[src/rtl/can_msgbuf_fmt.sv]
module can_msgbuf_fmt #(
  parameter int SLOTS = 13
) (
  input  logic        clk,
  input  logic        rst_n,
  input  logic        reset_mode,
  input  logic        tx_start,
  input  logic        tx_ext,
  input  logic        tx_rtr,
  input  logic [28:0] tx_id,
  input  logic [3:0]  tx_dlc,
  input  logic [63:0] tx_data,
  output logic        tx_busy,
  output logic        wr_en,
  output logic [3:0]  wr_slot,
  output logic [7:0]  wr_byte,
  input  logic        host_we,
  input  logic [3:0]  host_slot,
  input  logic [31:0] host_wdata,
  input  logic        rx_release,
  output logic        rx_valid,
  output logic        rx_ext,
  output logic        rx_rtr,
  output logic [28:0] rx_id,
  output logic [3:0]  rx_dlc,
  output logic [63:0] rx_data,
  output logic [31:0] acc_code,
  output logic [31:0] acc_mask
);

  localparam logic [3:0] STD_BASE = 4'd3;
  localparam logic [3:0] EXT_BASE = 4'd5;
  localparam logic [3:0] MAX_DATA = 4'd8;

  // transmit packer
  logic        t_act, t_ext, t_rtr;
  logic [28:0] t_id;
  logic [3:0]  t_dlc, t_slot;
  logic [63:0] t_data;

  wire [3:0] t_n    = t_rtr ? 4'd0 : ((t_dlc > MAX_DATA) ? MAX_DATA : t_dlc);
  wire [3:0] t_base = t_ext ? EXT_BASE : STD_BASE;
  wire [3:0] t_last = t_base + t_n - 4'd1;
  wire [3:0] t_di   = t_slot - t_base;
  wire [7:0] t_dbyte = t_data[{t_di[2:0], 3'b000} +: 8];

  always_ff @(posedge clk or negedge rst_n) begin
    if (!rst_n) begin
      t_act  <= 1'b0;
      t_slot <= '0;
      t_ext  <= 1'b0;
      t_rtr  <= 1'b0;
      t_id   <= '0;
      t_dlc  <= '0;
      t_data <= '0;
    end else if (!t_act) begin
      if (tx_start && !reset_mode) begin
        t_act  <= 1'b1;
        t_slot <= 4'd1;
        t_ext  <= tx_ext;
        t_rtr  <= tx_rtr;
        t_id   <= tx_id;
        t_dlc  <= tx_dlc;
        t_data <= tx_data;
      end
    end else if (t_slot == 4'd0) begin
      t_act <= 1'b0;
    end else if (t_slot == t_last) begin
      t_slot <= 4'd0;
    end else begin
      t_slot <= t_slot + 4'd1;
    end
  end

  assign tx_busy = t_act;
  assign wr_en   = t_act;
  assign wr_slot = t_slot;

  always_comb begin
    case (t_slot)
      4'd0:    wr_byte = {t_ext, t_rtr, 2'b00, t_dlc};
      4'd1:    wr_byte = t_ext ? t_id[28:21] : t_id[10:3];
      4'd2:    wr_byte = t_ext ? t_id[20:13] : {t_id[2:0], 5'b00000};
      4'd3:    wr_byte = t_ext ? t_id[12:5]  : t_dbyte;
      4'd4:    wr_byte = t_ext ? {t_id[4:0], 3'b000} : t_dbyte;
      default: wr_byte = t_dbyte;
    endcase
  end

  // receive unpacker and acceptance registers
  logic [7:0]       rb [SLOTS];
  logic [SLOTS-1:0] cap;

  wire       r_ext  = rb[0][7];
  wire       r_rtr  = rb[0][6];
  wire [3:0] r_dlc  = rb[0][3:0];
  wire [3:0] r_n    = r_rtr ? 4'd0 : ((r_dlc > MAX_DATA) ? MAX_DATA : r_dlc);
  wire [3:0] r_base = r_ext ? EXT_BASE : STD_BASE;
  wire [SLOTS:0]   need_w = ({{SLOTS{1'b0}}, 1'b1} << (r_base + r_n)) - 1'b1;
  wire [SLOTS-1:0] need   = need_w[SLOTS-1:0];
  wire complete = cap[0] && ((cap & need) == need);
  wire take = host_we && !reset_mode && (host_slot < 4'(SLOTS)) && (!complete || rx_release);

  always_ff @(posedge clk or negedge rst_n) begin
    if (!rst_n) begin
      cap      <= '0;
      acc_code <= '0;
      acc_mask <= '1;
      for (int i = 0; i < SLOTS; i++) rb[i] <= '0;
    end else begin
      if (reset_mode && host_we && host_slot == 4'd0) acc_code <= host_wdata;
      if (reset_mode && host_we && host_slot == 4'd1) acc_mask <= host_wdata;
      if (rx_release) cap <= '0;
      if (take) begin
        rb[host_slot]  <= host_wdata[7:0];
        cap[host_slot] <= 1'b1;
      end
    end
  end

  assign rx_valid = complete;
  assign rx_ext   = complete & r_ext;
  assign rx_rtr   = complete & r_rtr;
  assign rx_dlc   = complete ? r_dlc : 4'd0;
  assign rx_id    = !complete ? 29'd0 :
                    r_ext ? {rb[1], rb[2], rb[3], rb[4][7:3]} :
                            {18'd0, rb[1], rb[2][7:5]};

  for (genvar g = 0; g < 8; g++) begin : g_rxd
    wire [3:0] src = r_base + 4'(g);
    assign rx_data[8*g +: 8] = (complete && (4'(g) < r_n)) ? rb[src] : 8'h00;
  end

endmodule

[config.mk]
export PLATFORM = sky130hd
export DESIGN_NAME = can_msgbuf_fmt
export DESIGN_NICKNAME = d
export VERILOG_FILES = /design/src/rtl/can_msgbuf_fmt.sv
export SDC_FILE = /design/constraint.sdc
export NUM_CORES = 1
export LEC_CHECK = 0
export ABC_CLOCK_PERIOD_IN_PS = 11300
export BUFFER_PORTS_ARGS = -buffer_cell sky130_fd_sc_hd__buf_2
export CORE_MARGIN = 1.5
export CORE_UTILIZATION = 50
export CTS_BUF_LIST = sky130_fd_sc_hd__clkbuf_4 sky130_fd_sc_hd__clkbuf_8 sky130_fd_sc_hd__clkbuf_16
export CTS_CLUSTER_SIZE = 24
export DETAILED_ROUTE_END_ITERATION = 7
export PLACE_DENSITY = 0.75
export SETUP_SLACK_MARGIN = 0.3
export SYNTH_ARGS = -nofsm -noshare
export SYNTH_HDL_FRONTEND = slang
export SYNTH_SLANG_ARGS = --single-unit
[constraint.sdc]
create_clock -name clk -period 11.3 [get_ports clk]
set_input_delay 2.26 -clock clk [delete_from_list [all_inputs] [get_ports clk]]
set_output_delay 2.26 -clock clk [all_outputs]
set_load 0.01 [all_outputs]
## Word level (Yosys, flattened, before mapping)

Index checks and enable logic that the tools add are counted.

| operators by class | value |
|---|---|
| shift-type cells | 2 |
| multiplexer cells | 60 |
| magnitude comparators | 23 |
| bitwise operators | 14 |
| reductions and logical operators | 26 |
| $add $sub $neg | 13 |
| eq/ne operators | 8 |

Operator list:

| cell | number |
|---|---|
| binary-select mux 8 bit (select 4 bit) | 8 |
| 2-to-1 mux 8 bit | 29 |
| bitwise mux 104 bit | 1 |
| indexed part select 64 x 7 -> 8 bit | 1 |
| 2-to-1 mux 29 bit | 2 |
| greater-or-equal comparator 5 bit (second input constant) | 9 |
| NOT 4 -> 5 bit | 8 |
| one-hot mux 8 bit (5 select lines) | 1 |
| 2-to-1 mux 4 bit | 9 |
| demux 8 bit (select 4 bit) | 1 |
| 2-to-1 mux 13 bit | 2 |
| logical AND 1 bit | 18 |
| adder 3 x 3 -> 4 bit (second input constant) | 4 |
| < comparator 3 x 4 -> 1 bit (first input constant) | 4 |
| AND 13 bit | 1 |
| equality test 13 bit | 1 |
| OR 13 bit | 1 |
| left shift 1 x 4 -> 13 bit (first input constant) | 1 |
| subtractor 13 x 1 -> 13 bit (second input constant) | 1 |
| adder 3 x 2 -> 4 bit (second input constant) | 2 |
| adder 3 x 4 -> 4 bit | 2 |
| equality test 4 x 1 -> 1 bit (second input constant) | 2 |
| equality test 4 x 2 -> 1 bit (second input constant) | 2 |
| > comparator 4 bit (second input constant) | 2 |
| 24 further kinds | 34 |

| word-level totals | value |
|---|---|
| logic and storage cells | 169 |
| input port bits | 141 |
| output and inout bits | 178 |
| register bits after elaboration | 285 |

## Depth between registers and ports, before layout

Gate-level depths: netlist (run 1).

| logic depth | value |
|---|---|
| word-level depth | 13 |
| gate-level depth with buffers | 20 |

## Worst setup path before layout (run 1)

No wires, ideal clock.

| path | value |
|---|---|
| kind | reg2out |
| start point | register rb (netlist bit r_rtr) |
| end point | output port rx_data[32] |
| arrival | 4.364 ns |
| path slack | 4.676 ns |
| buffers on the path | 5 |
| stages on the path, launching flop included | 18 |
| cell sequence | dfrtp_1 clkbuf_2 nor3b_1 ha_1 buf_2 buf_1 o31ai_2 nand2_1 ha_1 xor2_1 o21ai_0 nor4_1 o2111ai_1 or3_1 buf_6 buf_2 a311o_1 nor2_1 |

| on the way | value |
|---|---|
| longest elaborated chain between the ends | 9 |

RTL lines:

| element | RTL line | RTL |
|---|---|---|
| start: declaration | 91 | `logic [7:0] rb [SLOTS];` |
| start signal: indexed assignment | 115 | `rb[host_slot] <= host_wdata[7:0];` |
| 2-to-1 mux 4 bit (*) | 97 | `wire [3:0] r_n = r_rtr ? 4'd0 : ((r_dlc > MAX_DATA) ? MAX_DATA : r_dlc);` |
| adder 3 x 4 -> 4 bit | 99 | `wire [SLOTS:0] need_w = ({{SLOTS{1'b0}}, 1'b1} << (r_base + r_n)) - 1'b1;` |
| left shift 1 x 4 -> 13 bit | 99 |  |
| subtractor 13 x 1 -> 13 bit | 99 |  |
| AND 13 bit | 101 | `wire complete = cap[0] && ((cap & need) == need);` |
| equality test 13 bit | 101 |  |
| logical AND 1 bit | 101 |  |
| logical AND 1 bit (*) | 131 | `assign rx_data[8*g +: 8] = (complete && (4'(g) < r_n)) ? rb[src] : 8'h00;` |
| 2-to-1 mux 8 bit (*) | 131 |  |
| end: declaration | 26 | `output logic [63:0] rx_data,` |

Mark *: on every way between the ends. The rest lies on a longest branch, timed or not.

## Worst setup path after layout (run 1)

| path | value |
|---|---|
| start point | register rb (netlist bit r_rtr) |
| end point | output port rx_id[25] |

| on the way | value |
|---|---|
| longest elaborated chain between the ends | 8 |

RTL lines:

| element | RTL line | RTL |
|---|---|---|
| 2-to-1 mux 4 bit (*) | 97 |  |
| adder 3 x 4 -> 4 bit (*) | 99 |  |
| left shift 1 x 4 -> 13 bit (*) | 99 |  |
| subtractor 13 x 1 -> 13 bit (*) | 99 |  |
| AND 13 bit | 101 |  |
| equality test 13 bit (*) | 101 |  |
| logical AND 1 bit (*) | 101 |  |
| 2-to-1 mux 29 bit (*) | 125 | `assign rx_id = !complete ? 29'd0 :` |
| end: declaration | 24 | `output logic [28:0] rx_id,` |

Marked as above.

==> run metrics, run 1 <==
status=finished clean; routed vias=10929; cell-internal power=2.62 mW; worst reg2reg startpoint=r_rtr; flop-to-flop setup slack=5.69 ns; most common library cell in the layout ignoring fill and taps=buf_2; final estimated routing congestion in global placement=0.872; Post-Syn Area per Cell=between 10 and 15 um2; relative contribution of the clock network to total power=0.278; post-route clock period utilization=0.735; cell repeated most along the worst path=ha_1; slowest stage cell on the critical path=or3_2; number of buffers added by the clock tree synthesis step=30; final layout net count=1744; total number of H-tree levels=1; Worst Hold Margin=0.468 ns; sequential cell area fraction in the yosys report=0.505; prevailing post-synth register cell=dfrtp_1; DR vias/cell=5.47; total nets after synthesis=about 1500; layout overhead on the synthesized area=20.9%; clock skew=0.0190 ns; largest driver fanout on the critical path=34; root buf cell=clkbuf_16; Finish-stage setup viols=0; cell breakdown of the critical path=nor3b_1 > ha_1 > xnor2_2 > o31ai_2 > nand2_1 > ha_1 > o41ai_1 > a21oi_1 > a2111oi_0 > nor4_1 > o2111ai_1 > or3_2 > nor2_1 > buf_4 > and2_1 > buf_2; overall track demand over capacity in global routing=0.256; Resize count post-CTS=0; estimated wirelength of the detail-placed design=26.4 mm; largest stage delay on the critical path=0.92 ns; Hold Path Cell Cnt=2; total wire length after detailed routing=37.9 mm; total negative setup slack=0 ns; number of synthesized register bits=283; clock input transition at the sequential cells of the worst setup and hold paths=0.06 ns; Worst Path Class, Setup=flip-flop to output pin; routed wire length per instance=19.0 um; reported leakage power=~8.5 nW; synthesized instance count=about 1300; source of the worst hold timing path=t_data[63]; setup repair after global routing missed its margin=false; distinct cell type count of the synthesized netlist=72; Die H=171 um; global routing met3 resource utilization=0.0574; Net Sw Frac=0.342; worst ir drop on vdd=167 uV; Hold Path End=t_data[63]; DR pass1 iterations=7; maximum number of pins on one net before global-route repair=127; startpoint type of the worst setup path=flip-flop; required time of the worst setup path=around 9 ns; fraction of final layout cells sized beyond drive strength 1=0.390; relative contribution of sequential cells to total power=0.389; Num Clock Sinks=283; depth of the worst register-to-register path=14; net switching power figure=1.36 mW; number of hold violations in the final report=0; busiest metal layer after global routing=met2; clock tree from TritonCTS=built; met1 Usage GRT=0.329; end of the worst register-to-register path=r_dlc[2]; core region area=27800 um2; Rel. slew slack=0.189; First DRT Iteration DRCs=just under 900; Std-Cell Rows=61; total power per unit cell area=233 nW/um2; Setup Fix Bufs, Post-CTS=0; maximum clock frequency=120 MHz; initial core utilization=0.508; slew at the pin closest to its max-slew limit=1.22 ns; Comb pwr share=0.333; post-synth design cell area=around 14000 um2; clock latency on the worst-skew pair=0.56 ns; Routed Antenna Nets=0; die area=29200 um2; classification of the worst-slack hold path=flip-flop to flip-flop; sort of element at the end of the critical path=output pin; total power consumption of the routed design=3.98 mW; filler-free cell count of the finished design=1999; number of placed instances with taps included=1939; Tmin final=8.30 ns; crit path DAT=6.04 ns; CP bufs+invs=2; MaxCap Viol Count=0; final core area utilization=0.614; total count of max-transition violations in the final report=0; Post-CTS Hold Fix Bufs=0; gr ovfl total=0; most frequent cells in the layout=buf_2, nand2_1, dfrtp_1; proportion of synthesized flip-flops having asynchronous set or reset=1.00; wire length of the first global-routing pass=58.0 mm; critical path's top delay family=simple AND/OR/NAND/NOR gates; routing usage on met2=0.429; antenna violations before repair=3; number of global-route vias before repair=roughly 11000; EDFF count, synth=0; width of the chip=171 um; Warnings, synthesis=0; number of buffer cells added on primary ports=318; number of top-level pins=319; number of buffers between clock root and the deepest sink=3; number of remaining DRC errors=0
## how the worst max path moves through the flow
| stage | startpoint | endpoint | slack, ns | cells past startpoint |
|---|---|---|---|---|
| floorplan | r_rtr | rx_data[32] | 4.68 | 17 |
| global placement | r_rtr | rx_id[16] | 3.87 | 16 |
| detailed placement | r_rtr | rx_id[25] | 3.64 | 16 |
| CTS | r_rtr | rx_id[25] | 3.03 | 16 |
| global route | r_rtr | rx_id[14] | 2.62 | 16 |
| finish | r_rtr | rx_id[25] | 3.00 | 16 |
## cell families after synthesis
logic type / share of synthesized area
muxes: 0.225
AOI/OAI and AO/OA: 0.0644
and+or+nand+nor: 0.155
xor gates and xnor gates: 0.00852
adders and majority gates: 0.00994
DFF: 0.505
other: 0.000266
buffers and inverters: 0.0317
## area by class of cell
type / count / area, um2
fill: 2331 / 10700
sequential: 283 / 7130
multi-input combinational: 925 / 6540
timing repair buffer: 328 / 1680
clock buffer: 40 / 857
tap: 378 / 473
clock inverter: 16 / 279
inverter: 25 / 93.8
antenna: 4 / 10.0
## synth_stat cells, drive strengths merged, types with 3 or more instances
cell / number / share of area
nor3b: 5 / 0.0035
o31ai: 5 / 0.0030
nand2b: 5 / 0.0022
nand4: 7 / 0.0031
a32oi: 4 / 0.0025
inv: 25 / 0.0067
a22o: 3 / 0.0019
a31oi: 3 / 0.0013
o21ai: 43 / 0.023
and2: 26 / 0.012
nor3: 5 / 0.0018
mux4: 16 / 0.026
nand3: 15 / 0.0053
nand2: 316 / 0.084
mux2i: 83 / 0.059
a221oi: 6 / 0.0037
o221ai: 4 / 0.0025
clkbuf: 62 / 0.017
nor2: 109 / 0.029
a211oi: 3 / 0.0020
dfstp: 32 / 0.060
or2: 5 / 0.0022
ha: 8 / 0.0071
a21o: 3 / 0.0016
xor2: 4 / 0.0025
dfrtp: 251 / 0.45
nor2b: 6 / 0.0032
nand3b: 5 / 0.0027
a22oi: 5 / 0.0027
mux2: 171 / 0.14
a21oi: 14 / 0.0050
or3: 4 / 0.0018
xnor2: 8 / 0.0060
buf: 20 / 0.0083
a222oi: 3 / 0.0021
## flip-flops by register name (all words and copies together) (netlist names)
| name | flops |
|---|---|
| rb | 96 |
| t_data | 64 |
| acc_code | 32 |
| acc_mask | 32 |
| t_id | 29 |
| cap | 13 |
| r_dlc | 4 |
| t_dlc | 4 |
| wr_slot | 4 |
| r_ext | 1 |
| r_rtr | 1 |
| t_ext | 1 |
| t_rtr | 1 |
| tx_busy | 1 |
## worst reg2reg max path, cell delays in order (launching register included)
cell       delay (ns)
dfrtp_1          0.56
nor3b_1          0.67
ha_1             0.65
xnor2_2          0.24
o31ai_2          0.11
nand2_1          0.11
ha_1             0.29
o41ai_1          0.12
a21oi_1          0.17
a2111oi_0        0.13
nor4_1           0.30
o2111ai_1        0.18
or3_2            0.92
o2111ai_2        0.64
mux2_2           0.41
## stage by stage
step | cell area [um2] | worst slack [ns]
after global routing | 17000 | 2.62
after detailed placement | 15900 | 3.64
after global placement | 15900 | 3.87
final | 17100 | 3.00
after CTS | 17000 | 3.03
after floorplan | 14100 | 4.68
## per-layer routing
metal	routed length, um	up-vias	part of all wire
met5	12	-	0.00032
met4	1050	2	0.028
met3	2790	75	0.073
met2	18400	450	0.48
met1	15700	5351	0.41
li1	-	5051	-
## power groups by stage
stage          combinational, mW  sequential, mW  clock [mW]
3_3_place_gp                1.30            1.54           0
3_5_place_dp                1.32            1.56           0
4_1_cts                     1.32            1.54        1.12
5_1_grt                     1.45            1.58        1.16
6_report                    1.33            1.55        1.11
2_1_floorplan              0.931            1.49           0
Power figures use the tool's default switching activity.
==> inputs of run 2 (changes only) <==
--- a/config.mk
+++ b/config.mk
@@ -5,14 +5,14 @@
 export SDC_FILE = /design/constraint.sdc
 export NUM_CORES = 1
 export LEC_CHECK = 0
-export ABC_CLOCK_PERIOD_IN_PS = 11300
+export ABC_CLOCK_PERIOD_IN_PS = 6800
 export BUFFER_PORTS_ARGS = -buffer_cell sky130_fd_sc_hd__buf_2
 export CORE_MARGIN = 1.5
-export CORE_UTILIZATION = 50
+export CORE_UTILIZATION = 49
 export CTS_BUF_LIST = sky130_fd_sc_hd__clkbuf_4 sky130_fd_sc_hd__clkbuf_8 sky130_fd_sc_hd__clkbuf_16
 export CTS_CLUSTER_SIZE = 24
 export DETAILED_ROUTE_END_ITERATION = 7
-export PLACE_DENSITY = 0.75
+export PLACE_DENSITY = 0.76
 export SETUP_SLACK_MARGIN = 0.3
 export SYNTH_ARGS = -nofsm -noshare
 export SYNTH_HDL_FRONTEND = slang
==> constraint.sdc (replaced) <==
create_clock -name clk -period 6.8 [get_ports clk]
set_input_delay 1.36 -clock clk [delete_from_list [all_inputs] [get_ports clk]]
set_output_delay 1.36 -clock clk [all_outputs]
set_load 0.01 [all_outputs]
==> run 2 against run 1 <==
Via count is 0.65% higher; largest power group unchanged; hold slack better by 0.0046 ns; critical path type unchanged; die area is 2.0% higher; cell count stayed put; clock-buffer cell count is 2 higher; total power is 63% higher; wire length is 1.9% higher.
==> run metrics, run 2 (synthesis gave the netlist of run 1 again) <==
number of placed instances with taps included=1941 (was 1939); number of hold violations in the final report=0 (unchanged); register bank with the most flops=rb (unchanged); Finish-stage setup viols=0 (unchanged); status=finished clean (unchanged); First DRT Iteration DRCs=986 (was 868); routed vias=11000 (was 10929); number of buffers between clock root and the deepest sink=3 (unchanged); maximum number of pins on one net before global-route repair=156 (was 127); CP bufs+invs=2 (unchanged); DR pass1 iterations=6 (was 7); Setup Fix Bufs, Post-CTS=0 (unchanged); clock input transition at the sequential cells of the worst setup and hold paths=0.06 ns (about the same); Die H=173 um (was 171 um); root buf cell=clkbuf_16 (unchanged); Rel. slew slack=0.342 (was 0.189); post-route clock period utilization=0.899; wire length of the first global-routing pass=61.9 mm (was 58.0 mm); Tmin final=6.11 ns; layout overhead on the synthesized area=20.5% (was 20.9%); crit path DAT=4.75 ns (was 6.04 ns); DR vias/cell=5.50 (was 5.47); estimated wirelength of the detail-placed design=27.1 mm (was 26.4 mm); width of the chip=173 um (was 171 um); Num Clock Sinks=283 (unchanged); top flop regs=rb x96, t_data x64 (unchanged); core region area=28100 um2 (was 27800 um2); Worst Hold Margin=0.472 ns (was 0.468 ns); sort of element at the end of the critical path=output pin (unchanged); slew at the pin closest to its max-slew limit=0.988 ns (was 1.22 ns); clock latency on the worst-skew pair=0.57 ns (was 0.56 ns); reported leakage power=8.49 nW (was 8.53 nW); gr ovfl total=0 (unchanged); total number of H-tree levels=1 (unchanged); die area=29800 um2 (was 29200 um2); number of flip-flops under the largest register name=96 (unchanged); cell breakdown of the critical path=nor3b_4 > ha_1 > buf_4 > xnor2_2 > o31ai_2 > nand2_1 > ha_1 > o41ai_1 > a21oi_1 > a2111oi_0 > nor4_1 > o2111ai_1 > or3_4 > or2_2 > nor2_1 > buf_2 (was nor3b_1 > ha_1 > xnor2_2 > o31ai_2 > nand2_1 > ha_1 > o41ai_1 > a21oi_1 > a2111oi_0 > nor4_1 > o2111ai_1 > or3_2 > nor2_1 > buf_4 > and2_1 > buf_2); number of top-level pins=319 (unchanged); classification of the worst-slack hold path=flip-flop to flip-flop (unchanged); number of global-route vias before repair=11172 (was 10646); setup repair after global routing missed its margin=false (unchanged); final layout net count=1746 (was 1744); fraction of final layout cells sized beyond drive strength 1=0.393 (was 0.390); maximum clock frequency=about 160 MHz; Std-Cell Rows=61 (unchanged); clock tree from TritonCTS=built (unchanged); total negative setup slack=0 ns (unchanged); Worst Path Class, Setup=flip-flop to output pin (unchanged); initial core utilization=0.502 (was 0.508); overall track demand over capacity in global routing=0.260 (was 0.256); startpoint type of the worst setup path=flip-flop (unchanged); MaxCap Viol Count=0 (unchanged); routed wire length per instance=19.3 um (was 19.0 um); number of remaining DRC errors=0 (unchanged); required time of the worst setup path=5.44 ns (was 9.04 ns); worst ir drop on vdd=275 uV (was 167 uV); most frequent cells in the layout=buf_2, nand2_1, dfrtp_1 (unchanged); cell repeated most along the worst path=ha_1 (unchanged); final estimated routing congestion in global placement=0.870 (was 0.872); filler-free cell count of the finished design=1999 (unchanged); total count of max-transition violations in the final report=0 (unchanged); clock skew=0.0367 ns (was 0.0190 ns); antenna violations before repair=2 (was 3); most common library cell in the layout ignoring fill and taps=buf_2 (unchanged); largest driver fanout on the critical path=16 (was 34); number of buffer cells added on primary ports=318 (unchanged); total wire length after detailed routing=38.6 mm (was 37.9 mm); largest stage delay on the critical path=0.53 ns (was 0.92 ns); total power per unit cell area=381 nW/um2 (was 233 nW/um2); slowest stage cell on the critical path=or3_4 (was or3_2); Routed Antenna Nets=0 (unchanged); critical path's top delay family=simple AND/OR/NAND/NOR gates (unchanged); number of buffers added by the clock tree synthesis step=30 (unchanged)
-- run 2: cell types whose count changed in the layout (fill, tap and decap cells not counted), moves of 2 or more --
cell / previous run / this run
clkbuf_4: 5 / 8
dfrtp_1: 250 / 248
clkinv_2: 5 / 7
dfrtp_2: 0 / 2
bufinv_16: 7 / 3
-- run 2: worst paths after layout --
path | startpoint | to | slack [ns] | depth (start not counted)
worst max-delay path | r_rtr | rx_data[11] | 0.69 | 16
worst min-delay path | t_data[12] | t_data[12] | 0.47 | 2
worst max register to register | r_rtr | r_dlc[1] | 2.10 | 16
worst min register to register | t_data[12] | t_data[12] | 0.47 | 2
max in group asynchronous | rst_n | r_ext | 4.33 | 2
min in group asynchronous | rst_n | t_data[1] | 0.88 | 1
-- run 2: routing by layer --
layer | vias up | wire length [um] | global-route usage
li1 | 5054 | - | -
met1 | 5443 | 15900 | 0.341
met2 | 429 | 18900 | 0.440
met3 | 74 | 2750 | 0.0497
met4 | 0 | 1110 | 0.0768
met5 | - | 0 | 0
-- run 2: area by class of cell --
class,instances,area [um2]
Antenna cell,4,10.0
Clock buffer,42,866
Sequential cell,283,7130
Tap cell,378,473
Fill cell,2380,11100
Multi-Input combinational cell,925,6570
Inverter,25,93.8
Timing Repair Buffer,330,1710
Clock inverter,12,150
-- run 2: per-stage QoR --
step           power, mW  setup WS (ns)   util  instance area, um2
2_1_floorplan       4.02           1.08      -               14100
3_3_place_gp        4.72          0.877  0.567               15900
3_5_place_dp        4.78          0.739  0.567               15900
4_1_cts             6.48          0.415  0.604               17000
5_1_grt             6.83          0.317  0.605               17000
6_report            6.47          0.689  0.605               17000
-- run 2: worst register-to-register path: stages (launching register included) --
cell and delay (ns):
dfrtp_2 0.51, nor3b_4 0.36, ha_1 0.20, buf_4 0.21, xnor2_2 0.19, o31ai_2 0.10
nand2_1 0.08, ha_1 0.27, o41ai_1 0.12, a21oi_1 0.17, a2111oi_0 0.13, nor4_1 0.30
o2111ai_1 0.18, or3_4 0.53, buf_4 0.30, o2111ai_2 0.52, mux2_2 0.41
-- run 2: report_power, final --
group	leakage (nW)	internal, mW	switching, mW
logic	4.46	1.02	1.21
registers	3.52	2.19	0.385
clock network	0.516	1.00	0.668
total	8.49	4.21	2.27
-- run 2: what timing repair did --
| item | CTS | global route |
|---|---|---|
| hold buffers | 0 | 0 |
| pin swaps | 0 | 0 |
| setup endpoints to repair | 42 | 92 |
| resized for setup | 2 | 7 |
==> inputs of run 3 (changes only) <==
--- a/config.mk
+++ b/config.mk
@@ -13,6 +13,7 @@
 export CTS_CLUSTER_SIZE = 24
 export DETAILED_ROUTE_END_ITERATION = 7
 export PLACE_DENSITY = 0.76
+export RECOVER_POWER = 100
 export SETUP_SLACK_MARGIN = 0.3
 export SYNTH_ARGS = -nofsm -noshare
 export SYNTH_HDL_FRONTEND = slang
==> run 3 against run 2 <==
The flow now finishes with violations (max-capacitance violations, max-slew violations); critical path depth unchanged; first-iteration DRC count increased by 1.1%; cell count about the same; sequential share of layout area increased by 0.91 points; clock power about the same; total power decreased by 0.64%; die area unchanged; critical path type unchanged.
==> run metrics, run 3 (synthesis gave the netlist of run 1 again) <==
status=complete, but fails checks (was finished clean); failing checks=max-capacitance violations, max-slew violations; DR pass1 iterations=5 (was 6); Tmin final=6.20 ns (was 6.11 ns); CP bufs+invs=2 (unchanged); number of hold violations in the final report=0 (unchanged); required time of the worst setup path=5.44 ns (about the same); routed vias=10995 (was 11000); initial core utilization=0.502 (unchanged); worst reg2reg startpoint=r_rtr (unchanged); slew at the pin closest to its max-slew limit=3.27 ns (was 0.988 ns); Worst Path Class, Setup=flip-flop to output pin (unchanged); total power per unit cell area=387 nW/um2 (was 381 nW/um2); Routed Antenna Nets=0 (unchanged); source of the worst hold timing path=t_data[56] (was t_data[12]); gr ovfl total=0 (unchanged); reported leakage power=7.79 nW (was 8.49 nW); number of buffers between clock root and the deepest sink=3 (unchanged); fraction of final layout cells sized beyond drive strength 1=0.275 (was 0.393); DR vias/cell=5.50 (about the same); Hold Path End=t_data[56] (was t_data[12]); final estimated routing congestion in global placement=0.870 (unchanged); critical path's top delay family=simple AND/OR/NAND/NOR gates (unchanged); width of the chip=173 um (unchanged); Die H=173 um (unchanged); Finish-stage setup viols=0 (unchanged); number of flip-flops under the largest register name=96 (unchanged); MaxCap Viol Count=10 (was 0); clock skew=0.0374 ns (was 0.0367 ns); Rel. slew slack=-1.18 (was 0.342); flop-to-flop setup slack=1.03 ns (was 2.10 ns); smallest setup slack after layout=0.602 ns (was 0.689 ns); classification of the worst-slack hold path=flip-flop to flip-flop (unchanged); clock tree from TritonCTS=built (unchanged); filler-free cell count of the finished design=2000 (was 1999); number of buffer cells added on primary ports=318 (unchanged); logic depth of the worst setup path including buffers=16 (unchanged); maximum number of pins on one net before global-route repair=156 (unchanged); post-route clock period utilization=0.912 (was 0.899); number of global-route vias before repair=11172 (unchanged); worst setup slack after placement=0.739 ns (unchanged); total power consumption of the routed design=6.43 mW (was 6.47 mW); core region area=28100 um2 (unchanged); register bank with the most flops=rb (unchanged); root buf cell=clkbuf_16 (unchanged); Num Clock Sinks=283 (unchanged); layout overhead on the synthesized area=17.9% (was 20.5%); number of buffers added by the clock tree synthesis step=30 (unchanged); final layout net count=1746 (unchanged); Std-Cell Rows=61 (unchanged); overall track demand over capacity in global routing=0.260 (unchanged); clock input transition at the sequential cells of the worst setup and hold paths=0.06 ns (about the same); estimated wirelength of the detail-placed design=27.1 mm (unchanged); die area=29800 um2 (unchanged); Hold Path Cell Cnt=2 (unchanged); area taken by flip-flops and latches=7130 um2 (about the same); number of placed instances with taps included=1941 (unchanged); cell breakdown of the critical path=nor3b_4 > ha_1 > buf_4 > xnor2_2 > o31ai_1 > nand2_1 > ha_1 > o41ai_1 > a21oi_1 > a2111oi_0 > nor4_1 > o2111ai_1 > or3_4 > or2_0 > nor2_1 > clkbuf_1 (was nor3b_4 > ha_1 > buf_4 > xnor2_2 > o31ai_2 > nand2_1 > ha_1 > o41ai_1 > a21oi_1 > a2111oi_0 > nor4_1 > o2111ai_1 > or3_4 > or2_2 > nor2_1 > buf_2); clock latency on the worst-skew pair=0.57 ns (about the same); total negative setup slack=0 ns (unchanged); depth of the worst register-to-register path=16 (unchanged); wire length of the first global-routing pass=61.9 mm (unchanged); First DRT Iteration DRCs=997 (was 986); Filler cells=2502 (was 2380); startpoint type of the worst setup path=flip-flop (unchanged); area used by multi-input combinational logic=6440 um2 (was 6570 um2); setup repair after global routing missed its margin=false (unchanged); end of the worst register-to-register path=cap[2] (was r_dlc[1]); most frequent cells in the layout=nand2_1, dfrtp_1, clkbuf_1 (was buf_2, nand2_1, dfrtp_1); number of remaining DRC errors=0 (unchanged); Setup Fix Bufs, Post-CTS=0 (unchanged); cell repeated most along the worst path=ha_1 (unchanged); final core area utilization=0.592 (was 0.605); antenna violations before repair=2 (unchanged); largest driver fanout on the critical path=16 (unchanged); routed wire length per instance=19.4 um (was 19.3 um); total wire length after detailed routing=38.8 mm (was 38.6 mm); slowest stage cell on the critical path=dfrtp_1 (was or3_4); crit path DAT=4.84 ns (was 4.75 ns); top flop regs=rb x96, t_data x64 (unchanged); number of top-level pins=319 (unchanged); largest stage delay on the critical path=0.56 ns (was 0.53 ns); sort of element at the end of the critical path=output pin (unchanged); total count of max-transition violations in the final report=414 (was 0); maximum clock frequency=161 MHz (was 164 MHz); total number of H-tree levels=1 (unchanged); worst ir drop on vdd=256 uV (was 275 uV); most common library cell in the layout ignoring fill and taps=nand2_1 (was buf_2)
## run 3: how the worst max path moves through the flow
stage / from / end / slack (ns)
final: r_rtr / rx_data[29] / 0.60
after global routing: r_rtr / rx_data[28] / 0.17
after CTS: r_rtr / rx_id[14] / 0.42
after detailed placement: r_rtr / rx_id[14] / 0.74
after global placement: r_rtr / rx_data[11] / 0.88
after floorplan: r_rtr / rx_data[32] / 1.08
## run 3: layout make-up
| class | count | share of cell area |
|---|---|---|
| flip-flops and latches | 283 | 0.429 |
| inverters | 25 | 0.00564 |
| clock inverters | 12 | 0.00903 |
| repair buffers | 330 | 0.0885 |
| well taps | 378 | 0.0284 |
| multi-input cells | 925 | 0.387 |
| clock buffers | 42 | 0.0521 |
| diodes | 5 | 0.000752 |
## run 3: what timing repair did
| action | CTS | global route |
|---|---|---|
| setup endpoints to repair | 42 | 92 |
| cloned | 0 | 0 |
| gates resized for setup | 2 | 7 |
| hold buffers | 0 | 0 |
## run 3: through the flow
step / cell area (um2) / hold slack (ns)
6_report: 16600 / 0.471
2_1_floorplan: 14100 / 0.440
3_3_place_gp: 15900 / 0.454
5_1_grt: 16600 / 0.486
3_5_place_dp: 15900 / 0.457
4_1_cts: 17000 / 0.473
## run 3: worst min-delay path, cell delays in order, from the launching register on
cell and delay (ns):
dfrtp_1 0.34, nand2_1 0.05, nand2_1 0.05
## run 3: report_power, final
| part | internal [mW] | total (mW) | leakage [nW] | switching [mW] |
|---|---|---|---|---|
| logic | 0.982 | 2.19 | 3.75 | 1.21 |
| clock network | 1.00 | 1.67 | 0.516 | 0.667 |
| registers | 2.19 | 2.57 | 3.52 | 0.388 |
## run 3: layer usage
metal  vias up  GRT usage  part of all wire
met3        72     0.0497             0.074
met1      5420      0.341              0.41
li1       5060          -                 -
met5         -          0                 0
met2       443      0.440              0.49
met4         0     0.0768             0.030
